$ cat config.mk
export PLATFORM = sky130hd
export DESIGN_NAME = i2c_div_search
export DESIGN_NICKNAME = d
export VERILOG_FILES = /design/src/rtl/i2c_div_pkg.sv /design/src/rtl/i2c_div_serial.sv /design/src/rtl/i2c_div_presc.sv /design/src/rtl/i2c_div_ctl.sv /design/src/rtl/i2c_div_search.sv
export SDC_FILE = /design/constraint.sdc
export NUM_CORES = 1
export LEC_CHECK = 0
export BUFFER_PORTS_ARGS = -buffer_cell sky130_fd_sc_hd__buf_4
export CORE_UTILIZATION = 55
export CTS_BUF_LIST = sky130_fd_sc_hd__clkbuf_16
export CTS_CLUSTER_SIZE = 14
export DETAILED_ROUTE_END_ITERATION = 10
export HOLD_SLACK_MARGIN = 0.1
export PLACE_DENSITY = 0.71
export SLEW_MARGIN = 20
export SYNTH_ARGS = -nofsm -noshare
export SYNTH_HDL_FRONTEND = slang
export SYNTH_SLANG_ARGS = --single-unit
export TNS_END_PERCENT = 30
$ cat constraint.sdc
create_clock -name clk -period 4.8 [get_ports clk]
set_input_delay 0 -clock clk [delete_from_list [all_inputs] [get_ports clk]]
set_output_delay 0 -clock clk [all_outputs]
set_load 0.01 [all_outputs]
$ cat src/rtl/i2c_div_pkg.sv
package i2c_div_pkg;

    // Width of the fine-divider-minus-one field.
    localparam int FINE_W      = 5;
    // Coarse prescaler divisors expressed as shift amounts (16 and 512).
    localparam int LO_SHIFT    = 4;
    localparam int HI_SHIFT    = 9;
    // Ratio above which the large prescaler is chosen.
    localparam int RATIO_SPLIT = 256;
    // Fine divider limits.
    localparam int FINE_FLOOR  = 1;
    localparam int FINE_CAP    = 17;
    // Acceptance window in kHz (either direction).
    localparam int TOL_KHZ     = 2;

    typedef enum logic [2:0] {
        S_IDLE,
        S_SCAN,
        S_RATIO,
        S_WAIT_R,
        S_ACH,
        S_WAIT_A,
        S_JUDGE
    } srch_state_e;

    typedef struct packed {
        logic              coarse;
        logic [FINE_W-1:0] fine;
    } presc_t;

    function automatic logic [FINE_W-1:0] clamp_fine(input logic [31:0] raw);
        if (raw < 32'(FINE_FLOOR))
            return FINE_W'(FINE_FLOOR);
        else if (raw > 32'(FINE_CAP))
            return FINE_W'(FINE_CAP);
        else
            return raw[FINE_W-1:0];
    endfunction

endpackage

$ cat src/rtl/i2c_div_serial.sv
module i2c_div_serial #(
    parameter int W = 20
) (
    input  logic         clk,
    input  logic         rst,
    input  logic         go,
    input  logic [W-1:0] num,
    input  logic [W-1:0] den,
    output logic         busy,
    output logic         done,
    output logic [W-1:0] quot
);
    localparam int CNT_W = $clog2(W);
    localparam int DW    = 2 * W;

    logic [W-1:0]     rem_q;
    logic [W-1:0]     num_q;
    logic [W-1:0]     den_q;
    logic [CNT_W-1:0] step_q;
    logic [W:0]       shifted;
    logic [W:0]       trial;
    logic             fits;

    // Trial subtraction for one restoring step.
    always_comb begin
        shifted = {rem_q, quot[W-1]};
        fits    = shifted >= {1'b0, den_q};
        trial   = shifted - {1'b0, den_q};
    end

    always_ff @(posedge clk) begin
        if (rst) begin
            busy   <= 1'b0;
            done   <= 1'b0;
            quot   <= '0;
            rem_q  <= '0;
            num_q  <= '0;
            den_q  <= '0;
            step_q <= '0;
        end else begin
            done <= 1'b0;
            if (go && !busy) begin
                quot   <= num;
                rem_q  <= '0;
                num_q  <= num;
                den_q  <= den;
                step_q <= '0;
                busy   <= 1'b1;
            end else if (busy) begin
                rem_q  <= fits ? trial[W-1:0] : shifted[W-1:0];
                quot   <= {quot[W-2:0], fits};
                step_q <= step_q + 1'b1;
                if (step_q == CNT_W'(W - 1)) begin
                    busy <= 1'b0;
                    done <= 1'b1;
                end
            end
        end
    end

    // Quotient and remainder reconstruct the dividend that was latched.
    logic [DW-1:0] recon;
    always_comb recon = DW'(quot) * DW'(den_q) + DW'(rem_q);

    assert_div_exact_R3: assert property (@(posedge clk) disable iff (rst)
        done |-> (recon == DW'(num_q) && rem_q < den_q));

    // The controller never launches a division onto a busy divider.
    assert_go_idle_R8: assert property (@(posedge clk) disable iff (rst)
        go |-> !busy);

endmodule

$ cat src/rtl/i2c_div_presc.sv
module i2c_div_presc
    import i2c_div_pkg::*;
#(
    parameter int CLK_W = 20
) (
    input  logic [CLK_W-1:0] ratio,
    output presc_t           pset,
    output logic [CLK_W-1:0] prod
);
    localparam int RW = CLK_W + 1;

    logic [RW-1:0] ext;
    logic [RW-1:0] lo_sum;
    logic [RW-1:0] hi_sum;
    logic [RW-1:0] raw;

    // Ceiling division by the prescaler via add-then-shift.
    always_comb begin
        ext         = {1'b0, ratio};
        lo_sum      = ext + RW'((1 << LO_SHIFT) - 1);
        hi_sum      = ext + RW'((1 << HI_SHIFT) - 1);
        pset.coarse = ratio > CLK_W'(RATIO_SPLIT);
        raw         = pset.coarse ? (hi_sum >> HI_SHIFT) : (lo_sum >> LO_SHIFT);
        pset.fine   = clamp_fine(32'(raw));
        prod        = CLK_W'(pset.fine) << (pset.coarse ? HI_SHIFT : LO_SHIFT);
    end

endmodule

$ cat src/rtl/i2c_div_ctl.sv
module i2c_div_ctl
    import i2c_div_pkg::*;
#(
    parameter int CLK_W  = 20,
    parameter int RATE_W = 12
) (
    input  logic              clk,
    input  logic              rst,
    input  logic              start,
    input  logic [CLK_W-1:0]  ref_khz,
    input  logic [RATE_W-1:0] bus_khz,
    input  logic [RATE_W-1:0] min_khz,
    input  logic [RATE_W-1:0] max_khz,
    output logic              div_go,
    output logic [CLK_W-1:0]  div_num,
    output logic [CLK_W-1:0]  div_den,
    input  logic              div_done,
    input  logic [CLK_W-1:0]  div_quot,
    input  presc_t            pset,
    input  logic [CLK_W-1:0]  prod,
    output logic              done,
    output logic              fit_ok,
    output logic              no_fit,
    output logic [FINE_W-1:0] fine_field,
    output logic              sel_coarse,
    output logic [CLK_W-1:0]  rate_khz
);
    localparam int XW = CLK_W + 1;

    srch_state_e       st;
    logic [CLK_W-1:0]  ref_r;
    logic [RATE_W-1:0] bus_r;
    logic [RATE_W-1:0] min_r;
    logic [RATE_W-1:0] max_r;
    logic [RATE_W-1:0] cand_r;
    logic              first_r;
    presc_t            pset_r;
    logic [CLK_W-1:0]  prod_r;
    logic [CLK_W-1:0]  ach_r;

    logic [RATE_W-1:0] scan_first;
    logic [RATE_W-1:0] cand_dec;
    logic [XW-1:0]     ach_x;
    logic [XW-1:0]     cand_x;
    logic              accept;

    always_comb begin
        div_go     = (st == S_RATIO) || (st == S_ACH);
        div_num    = ref_r;
        div_den    = (st == S_RATIO) ? CLK_W'(cand_r) : prod_r;
        scan_first = (max_r != '0) ? max_r : bus_r;
        cand_dec   = cand_r - 1'b1;
        ach_x      = {1'b0, ach_r};
        cand_x     = XW'(cand_r);
        accept     = (ach_x + XW'(TOL_KHZ) >= cand_x) &&
                     (cand_x + XW'(TOL_KHZ) >= ach_x);
    end

    always_ff @(posedge clk) begin
        if (rst) begin
            st         <= S_IDLE;
            ref_r      <= '0;
            bus_r      <= '0;
            min_r      <= '0;
            max_r      <= '0;
            cand_r     <= '0;
            first_r    <= 1'b0;
            pset_r     <= '0;
            prod_r     <= '0;
            ach_r      <= '0;
            done       <= 1'b0;
            fit_ok     <= 1'b0;
            no_fit     <= 1'b0;
            fine_field <= '0;
            sel_coarse <= 1'b0;
            rate_khz   <= '0;
        end else begin
            done <= 1'b0;
            case (st)
                S_IDLE: begin
                    if (start) begin
                        ref_r  <= ref_khz;
                        bus_r  <= bus_khz;
                        min_r  <= min_khz;
                        max_r  <= max_khz;
                        fit_ok <= 1'b0;
                        no_fit <= 1'b0;
                        if (bus_khz != '0) begin
                            cand_r  <= bus_khz;
                            first_r <= 1'b1;
                            st      <= S_RATIO;
                        end else begin
                            first_r <= 1'b0;
                            st      <= S_SCAN;
                        end
                    end
                end
                S_SCAN: begin
                    first_r <= 1'b0;
                    if (scan_first > min_r) begin
                        cand_r <= scan_first;
                        st     <= S_RATIO;
                    end else begin
                        done       <= 1'b1;
                        no_fit     <= 1'b1;
                        fit_ok     <= 1'b0;
                        fine_field <= '0;
                        sel_coarse <= 1'b0;
                        rate_khz   <= '0;
                        st         <= S_IDLE;
                    end
                end
                S_RATIO: st <= S_WAIT_R;
                S_WAIT_R: begin
                    if (div_done) begin
                        pset_r <= pset;
                        prod_r <= prod;
                        st     <= S_ACH;
                    end
                end
                S_ACH: st <= S_WAIT_A;
                S_WAIT_A: begin
                    if (div_done) begin
                        ach_r <= div_quot;
                        st    <= S_JUDGE;
                    end
                end
                S_JUDGE: begin
                    if (accept) begin
                        done       <= 1'b1;
                        fit_ok     <= 1'b1;
                        no_fit     <= 1'b0;
                        fine_field <= pset_r.fine - 1'b1;
                        sel_coarse <= pset_r.coarse;
                        rate_khz   <= ach_r;
                        st         <= S_IDLE;
                    end else if (first_r) begin
                        st <= S_SCAN;
                    end else if (cand_dec > min_r) begin
                        cand_r <= cand_dec;
                        st     <= S_RATIO;
                    end else begin
                        done       <= 1'b1;
                        no_fit     <= 1'b1;
                        fit_ok     <= 1'b0;
                        fine_field <= '0;
                        sel_coarse <= 1'b0;
                        rate_khz   <= '0;
                        st         <= S_IDLE;
                    end
                end
                default: st <= S_IDLE;
            endcase
        end
    end

    logic [XW-1:0] rate_x;
    always_comb rate_x = {1'b0, rate_khz};

    assert_one_flag_R8: assert property (@(posedge clk) disable iff (rst)
        done |-> (fit_ok ^ no_fit));

    assert_done_pulse_R8: assert property (@(posedge clk) disable iff (rst)
        done |=> !done);

    assert_window_R4: assert property (@(posedge clk) disable iff (rst)
        (done && fit_ok) |-> ((rate_x + XW'(TOL_KHZ) >= cand_x) &&
                              (cand_x + XW'(TOL_KHZ) >= rate_x)));

    assert_field_range_R2: assert property (@(posedge clk) disable iff (rst)
        (done && fit_ok) |-> (fine_field <= FINE_W'(FINE_CAP - 1)));

    assert_nofit_clear_R7: assert property (@(posedge clk) disable iff (rst)
        (done && no_fit) |-> (fine_field == '0 && !sel_coarse && rate_khz == '0));

    assert_scan_above_min_R6: assert property (@(posedge clk) disable iff (rst)
        (st == S_RATIO && !first_r) |-> (cand_r > min_r));

endmodule

$ cat src/rtl/i2c_div_search.sv
module i2c_div_search
    import i2c_div_pkg::*;
#(
    parameter int CLK_W  = 20,
    parameter int RATE_W = 12
) (
    input  logic              clk,
    input  logic              rst,
    input  logic              start,
    input  logic [CLK_W-1:0]  ref_khz,
    input  logic [RATE_W-1:0] bus_khz,
    input  logic [RATE_W-1:0] min_khz,
    input  logic [RATE_W-1:0] max_khz,
    output logic              done,
    output logic              fit_ok,
    output logic              no_fit,
    output logic [FINE_W-1:0] fine_field,
    output logic              sel_coarse,
    output logic [CLK_W-1:0]  rate_khz
);
    logic             div_go;
    logic [CLK_W-1:0] div_num;
    logic [CLK_W-1:0] div_den;
    logic             div_busy;
    logic             div_done;
    logic [CLK_W-1:0] div_quot;
    presc_t           pset;
    logic [CLK_W-1:0] prod;

    i2c_div_serial #(.W(CLK_W)) u_div (
        .clk  (clk),
        .rst  (rst),
        .go   (div_go),
        .num  (div_num),
        .den  (div_den),
        .busy (div_busy),
        .done (div_done),
        .quot (div_quot)
    );

    i2c_div_presc #(.CLK_W(CLK_W)) u_presc (
        .ratio (div_quot),
        .pset  (pset),
        .prod  (prod)
    );

    i2c_div_ctl #(.CLK_W(CLK_W), .RATE_W(RATE_W)) u_ctl (
        .clk        (clk),
        .rst        (rst),
        .start      (start),
        .ref_khz    (ref_khz),
        .bus_khz    (bus_khz),
        .min_khz    (min_khz),
        .max_khz    (max_khz),
        .div_go     (div_go),
        .div_num    (div_num),
        .div_den    (div_den),
        .div_done   (div_done),
        .div_quot   (div_quot),
        .pset       (pset),
        .prod       (prod),
        .done       (done),
        .fit_ok     (fit_ok),
        .no_fit     (no_fit),
        .fine_field (fine_field),
        .sel_coarse (sel_coarse),
        .rate_khz   (rate_khz)
    );

endmodule

* Yosys cells after proc, flatten, opt, wreduce, memory -nomap -nowiden
Cells that the tools add are included.
** Operators by class
- Add/subtract/negate cells :: 8
- Order comparisons :: 8
- Equality and inequality tests :: 18
- Shifts and indexed selects :: 1
- Muxes and demuxes :: 60
- Bitwise logic cells :: 1
- Reduce and logical (&&, ||, !) cells :: 21
** Operators by type and width (count)
- 20-bit 2-to-1 mux :: 8
- 12-bit 2-to-1 mux :: 7
- 21-bit by 20-bit greater-or-equal comparator with 1-bit output :: 2
- 20-bit case mux with 2 select lines :: 1
- 12-bit case mux with 3 select lines :: 1
- 5-bit by 32-bit left shift with 20-bit output :: 1
- 5-bit 2-to-1 mux :: 6
- 12-bit greater-than comparator :: 2
- 12-bit nonzero test :: 2
- 20-bit by 2-bit adder with 21-bit output (second input constant) :: 1
- 20-bit by 4-bit adder with 21-bit output (second input constant) :: 1
- 20-bit by 9-bit adder with 21-bit output (second input constant) :: 1
- 21-bit by 12-bit greater-or-equal comparator with 1-bit output :: 1
- 21-bit by 5-bit greater-than comparator with 1-bit output (second input constant) :: 1
- 21-bit by 1-bit less-than comparator with 1-bit output (second input constant) :: 1
- 3-bit case mux with 7 select lines :: 1
- 20-bit by 9-bit greater-than comparator with 1-bit output (second input constant) :: 1
- 1-bit 2-to-1 mux :: 20
- 20-bit subtractor :: 1
- 17-bit 2-to-1 mux :: 1
- 3-bit 2-to-1 mux :: 5
- 12-bit by 2-bit adder with 13-bit output (second input constant) :: 1
- 2-bit inequality test (second input constant) :: 6
- 12-bit by 1-bit subtractor with 12-bit output (second input constant) :: 1
- other kinds (28) :: 44
** Storage, ports and cells
- Flip-flop bits (word level) :: 214
- Output and inout bits :: 29
- Logic and storage cells :: 140

* Depth between registers and ports, before layout
- Depth after elaboration :: 6
- Depth in mapped cells :: 18
- Gate-level depth less buffers :: 16

* Hierarchy
From an unflattened synthesis, not the netlist that was laid out.
** Unflattened totals
- Cells, all modules :: 1543
- Area, all modules :: 12175.4 µm²
** By module, submodules not included
- i2c_div_ctl :: times used 1, cells each 963, area each 7678.6 µm², sequential area each 2942.8 µm²
- i2c_div_serial :: times used 1, cells each 508, area each 4003.8 µm², sequential area each 1341.3 µm²
- i2c_div_presc :: times used 1, cells each 72, area each 493.0 µm², sequential area each 0.0 µm²

* Worst setup path after synthesis
OpenSTA, ideal clock, no wires.
- Kind :: register to register
- Start :: register u_ctl.cand_r[2]
- End :: register u_ctl.cand_r[2]
- Library setup time :: 0.086 ns
- Arrival time :: 3.536 ns
- Data required time :: 4.714 ns
- Slack :: 1.178 ns
- Cell stages (with the launch flop) :: 18
- Period minus slack after synthesis :: 3.622 ns
- Cells stage by stage :: dfxtp_1 -> inv_1 -> ha_1 -> a21boi_0 -> nand4_1 -> nand2b_1 -> nor4_1 -> xnor2_1 -> ha_1 -> nand4_1 -> a211o_1 -> a31oi_1 -> o221a_2 -> and2_1 -> buf_2 -> buf_4 -> nor2_1 -> a211oi_1
** On the way
- Word-level cells in the longest chain between the ends :: 5
- Elaborated cells on any way between the ends :: 13
- Those cells by class :: add/sub (2); order compare (3); eq/ne (2); mux (4); reduce/logical (2)
** Ends and longest elaborated chain
- start, declared :: RTL line i2c_div_ctl.sv:35 : logic [RATE_W-1:0] cand_r;
- start signal, assigned :: RTL line i2c_div_ctl.sv:89 : cand_r <= bus_khz;
- start signal, assigned :: RTL line i2c_div_ctl.sv:101 : cand_r <= scan_first;
- start signal, assigned :: RTL line i2c_div_ctl.sv:140 : cand_r <= cand_dec;
- 12-bit by 2-bit adder with 13-bit output or 12-bit by 1-bit subtractor with 12-bit output (tied branches) :: RTL line i2c_div_ctl.sv:56, i2c_div_ctl.sv:52
- 21-bit by 20-bit greater-or-equal comparator with 1-bit output or 12-bit 2-to-1 mux (tied branches) :: RTL line i2c_div_ctl.sv:56, i2c_div_ctl.sv:139
- 1-bit logical AND or 12-bit 2-to-1 mux (tied branches) :: RTL line i2c_div_ctl.sv:55, i2c_div_ctl.sv:137
- 2-bit inequality test (no source line) or 12-bit 2-to-1 mux (tied branches)
- 7-bit AND reduction (no source line) or 12-bit case mux with 3 select lines (tied branches)
Parallel ways exist; a longest one is shown, timed or not. The select of a mux whose other input is x is not followed.
A chain may end at the register's enable or synchronous reset.

* Final worst setup path
- Start :: register u_ctl.cand_r[2]
- End :: register u_ctl.cand_r[1]
** On the way
- Word-level cells in the longest chain between the ends :: 5
- Elaborated cells on any way between the ends :: 9
- Those cells by class :: add/sub (2); order compare (3); eq/ne (2); reduce/logical (2)
** Ends and longest elaborated chain
- 12-bit by 2-bit adder with 13-bit output :: RTL line i2c_div_ctl.sv:56 : (cand_x + XW'(TOL_KHZ) >= ach_x);
- 21-bit by 20-bit greater-or-equal comparator with 1-bit output :: RTL line i2c_div_ctl.sv:56
- 1-bit logical AND :: RTL line i2c_div_ctl.sv:55 : accept = (ach_x + XW'(TOL_KHZ) >= cand_x) &&
- 2-bit inequality test (no source line)
- 7-bit AND reduction (no source line) *
Mark *: on every way between the ends. The rest lies on a longest branch, timed or not.

==> impl_metrics.json <==
{
  "synthCells": 1413,
  "rr_worst_depth": 15,
  "async_flop_share": 0,
  "cap_viol_max_count": 0,
  "initial_utilization": 0.562,
  "holdPathEnd": "u_ctl.min_r[4]$_SDFFE_PP0P_",
  "yosys_warnings": 0,
  "tns_ns": 0,
  "postLayoutCellArea_sq_um": 13400,
  "period_share": 0.905,
  "ys.flop_type": "dfxtp_1",
  "ant_nets": 0,
  "pwr_density_cell_nw_per_um2": 388,
  "chipHeight_microns": 146,
  "worstPathRequired_ns": 5.22,
  "slew_headroom": 0.322,
  "intPower_uw": 3470,
  "drtIter0Drc": 843,
  "drt_wl_total_mm": 32.4,
  "num_vias": 10600,
  "dieArea_sq_um": 21300,
  "design.core.area_sq_um": 20200,
  "regToRegSetupSlack_ns": 0.46,
  "grt_pass1_wl_mm": 52.4,
  "place_area_sq_um": 12100,
  "drc": 0,
  "cts-root-buf": "clkbuf_16",
  "finalSetupViolations": 0,
  "drv_slew": 0,
  "io_pins": 88,
  "cts.sinks": 210,
  "cts_buffers": 23,
  "syn2layout_area_growth_pct": 17.7,
  "yosysSeqAreaShare": 0.370,
  "cp_data_arrival_time_ns": 4.76,
  "post-cts-setup-buffers": 0,
  "vias_per_cell": 5.91,
  "clockBufferDepth": 3,
  "grt_max_degree": 79,
  "first_pass_iters": 6,
  "start_kind": "flip-flop",
  "worstSetupPathType": "reg -> reg",
  "gr-usage-all-layers": 0.304,
  "drive_gt1_frac": 0.104,
  "cp-end-kind": "flip-flop",
  "antenna_found_initial": 0,
  "io_buffers": 87,
  "switchingPower_uw": 1720,
  "grt_pass1_vias": 9878,
  "finClkSkew_ns": 0.0158,
  "finalHoldViolations": 0,
  "r2r_start": "u_ctl.cand_r[2]$_SDFFE_PP0P_",
  "syn-num-nets": 1546,
  "clock_latency_ns": 0.51,
  "min-delay-start": "min_khz[4]",
  "ys_seq_elements": 210,
  "peakVddDrop_mv": 0.288,
  "syn_area_sq_um": 11400,
  "wire_per_inst_microns": 18.1,
  "share_seq_of_total_power": 0.373,
  "cts_tree": "done",
  "final.min_clock_period_ns": 4.34,
  "rsz0062_at_grt": "false",
  "tightest_slew_ns": 1.02,
  "path_clk_slew_ns": 0.06,
  "hold_path.class": "in -> reg",
  "path_max_fanout": 16,
  "htree_levels": 1,
  "gp_congestion": 0.975,
  "share_comb_of_total_power": 0.311,
  "row_count": 52,
  "fin_nets": 1645,
  "p_sw_frac": 0.332,
  "max_freq_mhz": 230,
  "num_antenna_cells": 0,
  "r2r-end": "u_ctl.cand_r[1]$_SDFFE_PP0P_",
  "min_path_cells": 4,
  "gr-total-overflow": 0,
  "yosysUniqueCellTypes": 81,
  "synth-edff-count": 0,
  "syn_area_per_cell_sq_um": 8.05,
  "p_leak_uw": 0.00547,
  "fp.dieW_microns": 146,
  "clockPowerShare": 0.316,
  "status": "finished clean",
  "hpwl_mm": 23.2
}
placed cells by master (no fill, tap or decap), types with 21 or more instances in the layout:
cell type	instances
a21o_1	24
ha_1	73
nand3_1	32
nor2_1	120
dlygate4sd3_1	58
clkbuf_16	23
xnor2_1	33
a21oi_1	163
o21ai_0	38
dfxtp_1	209
and2_1	21
mux2i_1	46
nand2_1	222
inv_1	71
buf_4	100
worst max path at each step:
stage,start,cells after the start,slack [ns],end
floorplan,u_ctl.cand_r[2]$_SDFFE_PP0P_,17,1.18,u_ctl.cand_r[2]$_SDFFE_PP0P_
global placement,u_ctl.cand_r[2]$_SDFFE_PP0P_,15,0.69,u_ctl.cand_r[3]$_SDFFE_PP0P_
detailed placement,u_ctl.cand_r[2]$_SDFFE_PP0P_,15,0.54,u_ctl.cand_r[3]$_SDFFE_PP0P_
CTS,u_ctl.cand_r[2]$_SDFFE_PP0P_,15,0.52,u_ctl.cand_r[3]$_SDFFE_PP0P_
global route,u_ctl.cand_r[2]$_SDFFE_PP0P_,15,0.15,u_ctl.cand_r[6]$_SDFFE_PP0P_
finish,u_ctl.cand_r[2]$_SDFFE_PP0P_,15,0.46,u_ctl.cand_r[1]$_SDFFE_PP0P_
cell usage after synthesis (4+ instances only):
master / count / share of area
o21a_1: 9 / 0.0059
buf_1: 5 / 0.0017
o211ai_1: 5 / 0.0033
and3_1: 15 / 0.0082
inv_1: 66 / 0.022
nand2_1: 222 / 0.073
a21o_1: 24 / 0.016
nor2b_1: 8 / 0.0044
xor2_1: 16 / 0.012
a22o_1: 17 / 0.013
or2_2: 5 / 0.0027
clkbuf_1: 66 / 0.022
o31ai_1: 6 / 0.0040
a221oi_1: 4 / 0.0031
nor3_1: 18 / 0.0079
and2_1: 21 / 0.012
a311oi_1: 10 / 0.0077
o41ai_1: 4 / 0.0031
nand4_1: 17 / 0.0093
mux2i_1: 46 / 0.040
or3_1: 4 / 0.0022
a21oi_1: 164 / 0.072
nand3b_1: 6 / 0.0040
buf_2: 6 / 0.0026
buf_4: 5 / 0.0033
nand2b_1: 13 / 0.0072
ha_1: 73 / 0.080
a22oi_1: 7 / 0.0046
dfxtp_1: 210 / 0.37
xnor2_1: 33 / 0.025
nand3_1: 32 / 0.014
a211oi_1: 19 / 0.013
a31oi_1: 8 / 0.0044
o21ai_0: 38 / 0.017
nor2_1: 123 / 0.041
nor4_1: 18 / 0.0099
timing repair:
| item | 4_1_cts | 5_1_grt |
|---|---|---|
| setup endpoints to repair | 0 | 0 |
| hold endpoints to repair | 83 | 0 |
| gates resized for setup | 0 | 0 |
| hold buffers | 58 | 0 |
per-layer routing:
metal	vias up	wire, microns	global-route usage
met1	4981	15300	0.442
met2	373	14200	0.476
met4	0	884	0.0763
met3	71	2040	0.0348
met5	-	0	0
li1	5168	-	-
cell type report:
type	count	area, sq um
Inverter	66	248
Fill cell	1726	6840
Clock inverter	12	106
Tap cell	270	338
Sequential cell	210	4210
Timing Repair Buffer	158	1330
Clock buffer	23	576
Multi-Input combinational cell	1053	6590
stage by stage:
step / setup WS (ns) / hold slack [ns] / total power (uW) / utilization / instances
after floorplan: 1.18 / 0.136 / 3160 / - / 1413
after global placement: 0.685 / 0.246 / 3500 / 0.599 / 1699
after detailed placement: 0.540 / 0.255 / 3510 / 0.599 / 1699
after CTS: 0.518 / 0.277 / 5190 / 0.662 / 1792
after global routing: 0.152 / 0.310 / 5460 / 0.662 / 1792
final: 0.458 / 0.285 / 5200 / 0.662 / 1792
cells by family (layout without fill, tap and decap cells):
group / count (synthesis) / count (layout) / synth area share
compound gates: 366 / 366 / 0.209
xor+xnor: 49 / 49 / 0.0377
fa+ha+maj: 74 / 74 / 0.0821
buf+inv: 150 / 259 / 0.0531
flops: 210 / 210 / 0.370
mux: 48 / 48 / 0.0425
simple gates: 516 / 516 / 0.206
state kept, by name (all words and copies together), names as in the netlist:
signal	flops
u_ctl.done	1
u_ctl.fit_ok	1
u_ctl.ach_r	20
u_div.done	1
u_ctl.div_num	20
u_ctl.min_r	12
u_ctl.cand_r	12
u_ctl.rate_khz	20
u_ctl.sel_coarse	1
u_div.quot	20
u_ctl.first_r	1
u_div.step_q	5
u_div.den_q	18
u_ctl.st	3
u_div.rem_q	20
u_ctl.max_r	12
u_ctl.no_fit	1
u_ctl.fine_field	5
u_ctl.bus_r	12
u_ctl.pset_r	6
u_ctl.prod_r	18
u_div.busy	1
worst max-delay path, stage by stage, from the launching register on:
cell and delay (ns):
dfxtp_1 0.50, inv_1 0.15, ha_1 0.20, a21boi_0 0.36, nand4_1 0.24, nand2b_1 0.25
nor4_1 0.26, xnor2_1 0.15, ha_1 0.32, nand4_1 0.14, a211o_1 0.30, a31oi_1 0.32
o221a_2 0.26, and2_1 0.46, nor2_1 0.08, a311oi_1 0.24
power by group through the flow:
| stage | Sequential [uW] | Combinational, uW | Clock (uW) |
|---|---|---|---|
| floorplan | 1920 | 1230 | 0 |
| global placement | 1970 | 1530 | 0 |
| detailed placement | 1970 | 1540 | 0 |
| CTS | 1930 | 1590 | 1670 |
| global route | 1950 | 1780 | 1730 |
| finish | 1940 | 1610 | 1640 |
Note: power is estimated with default switching activity, not from simulation.
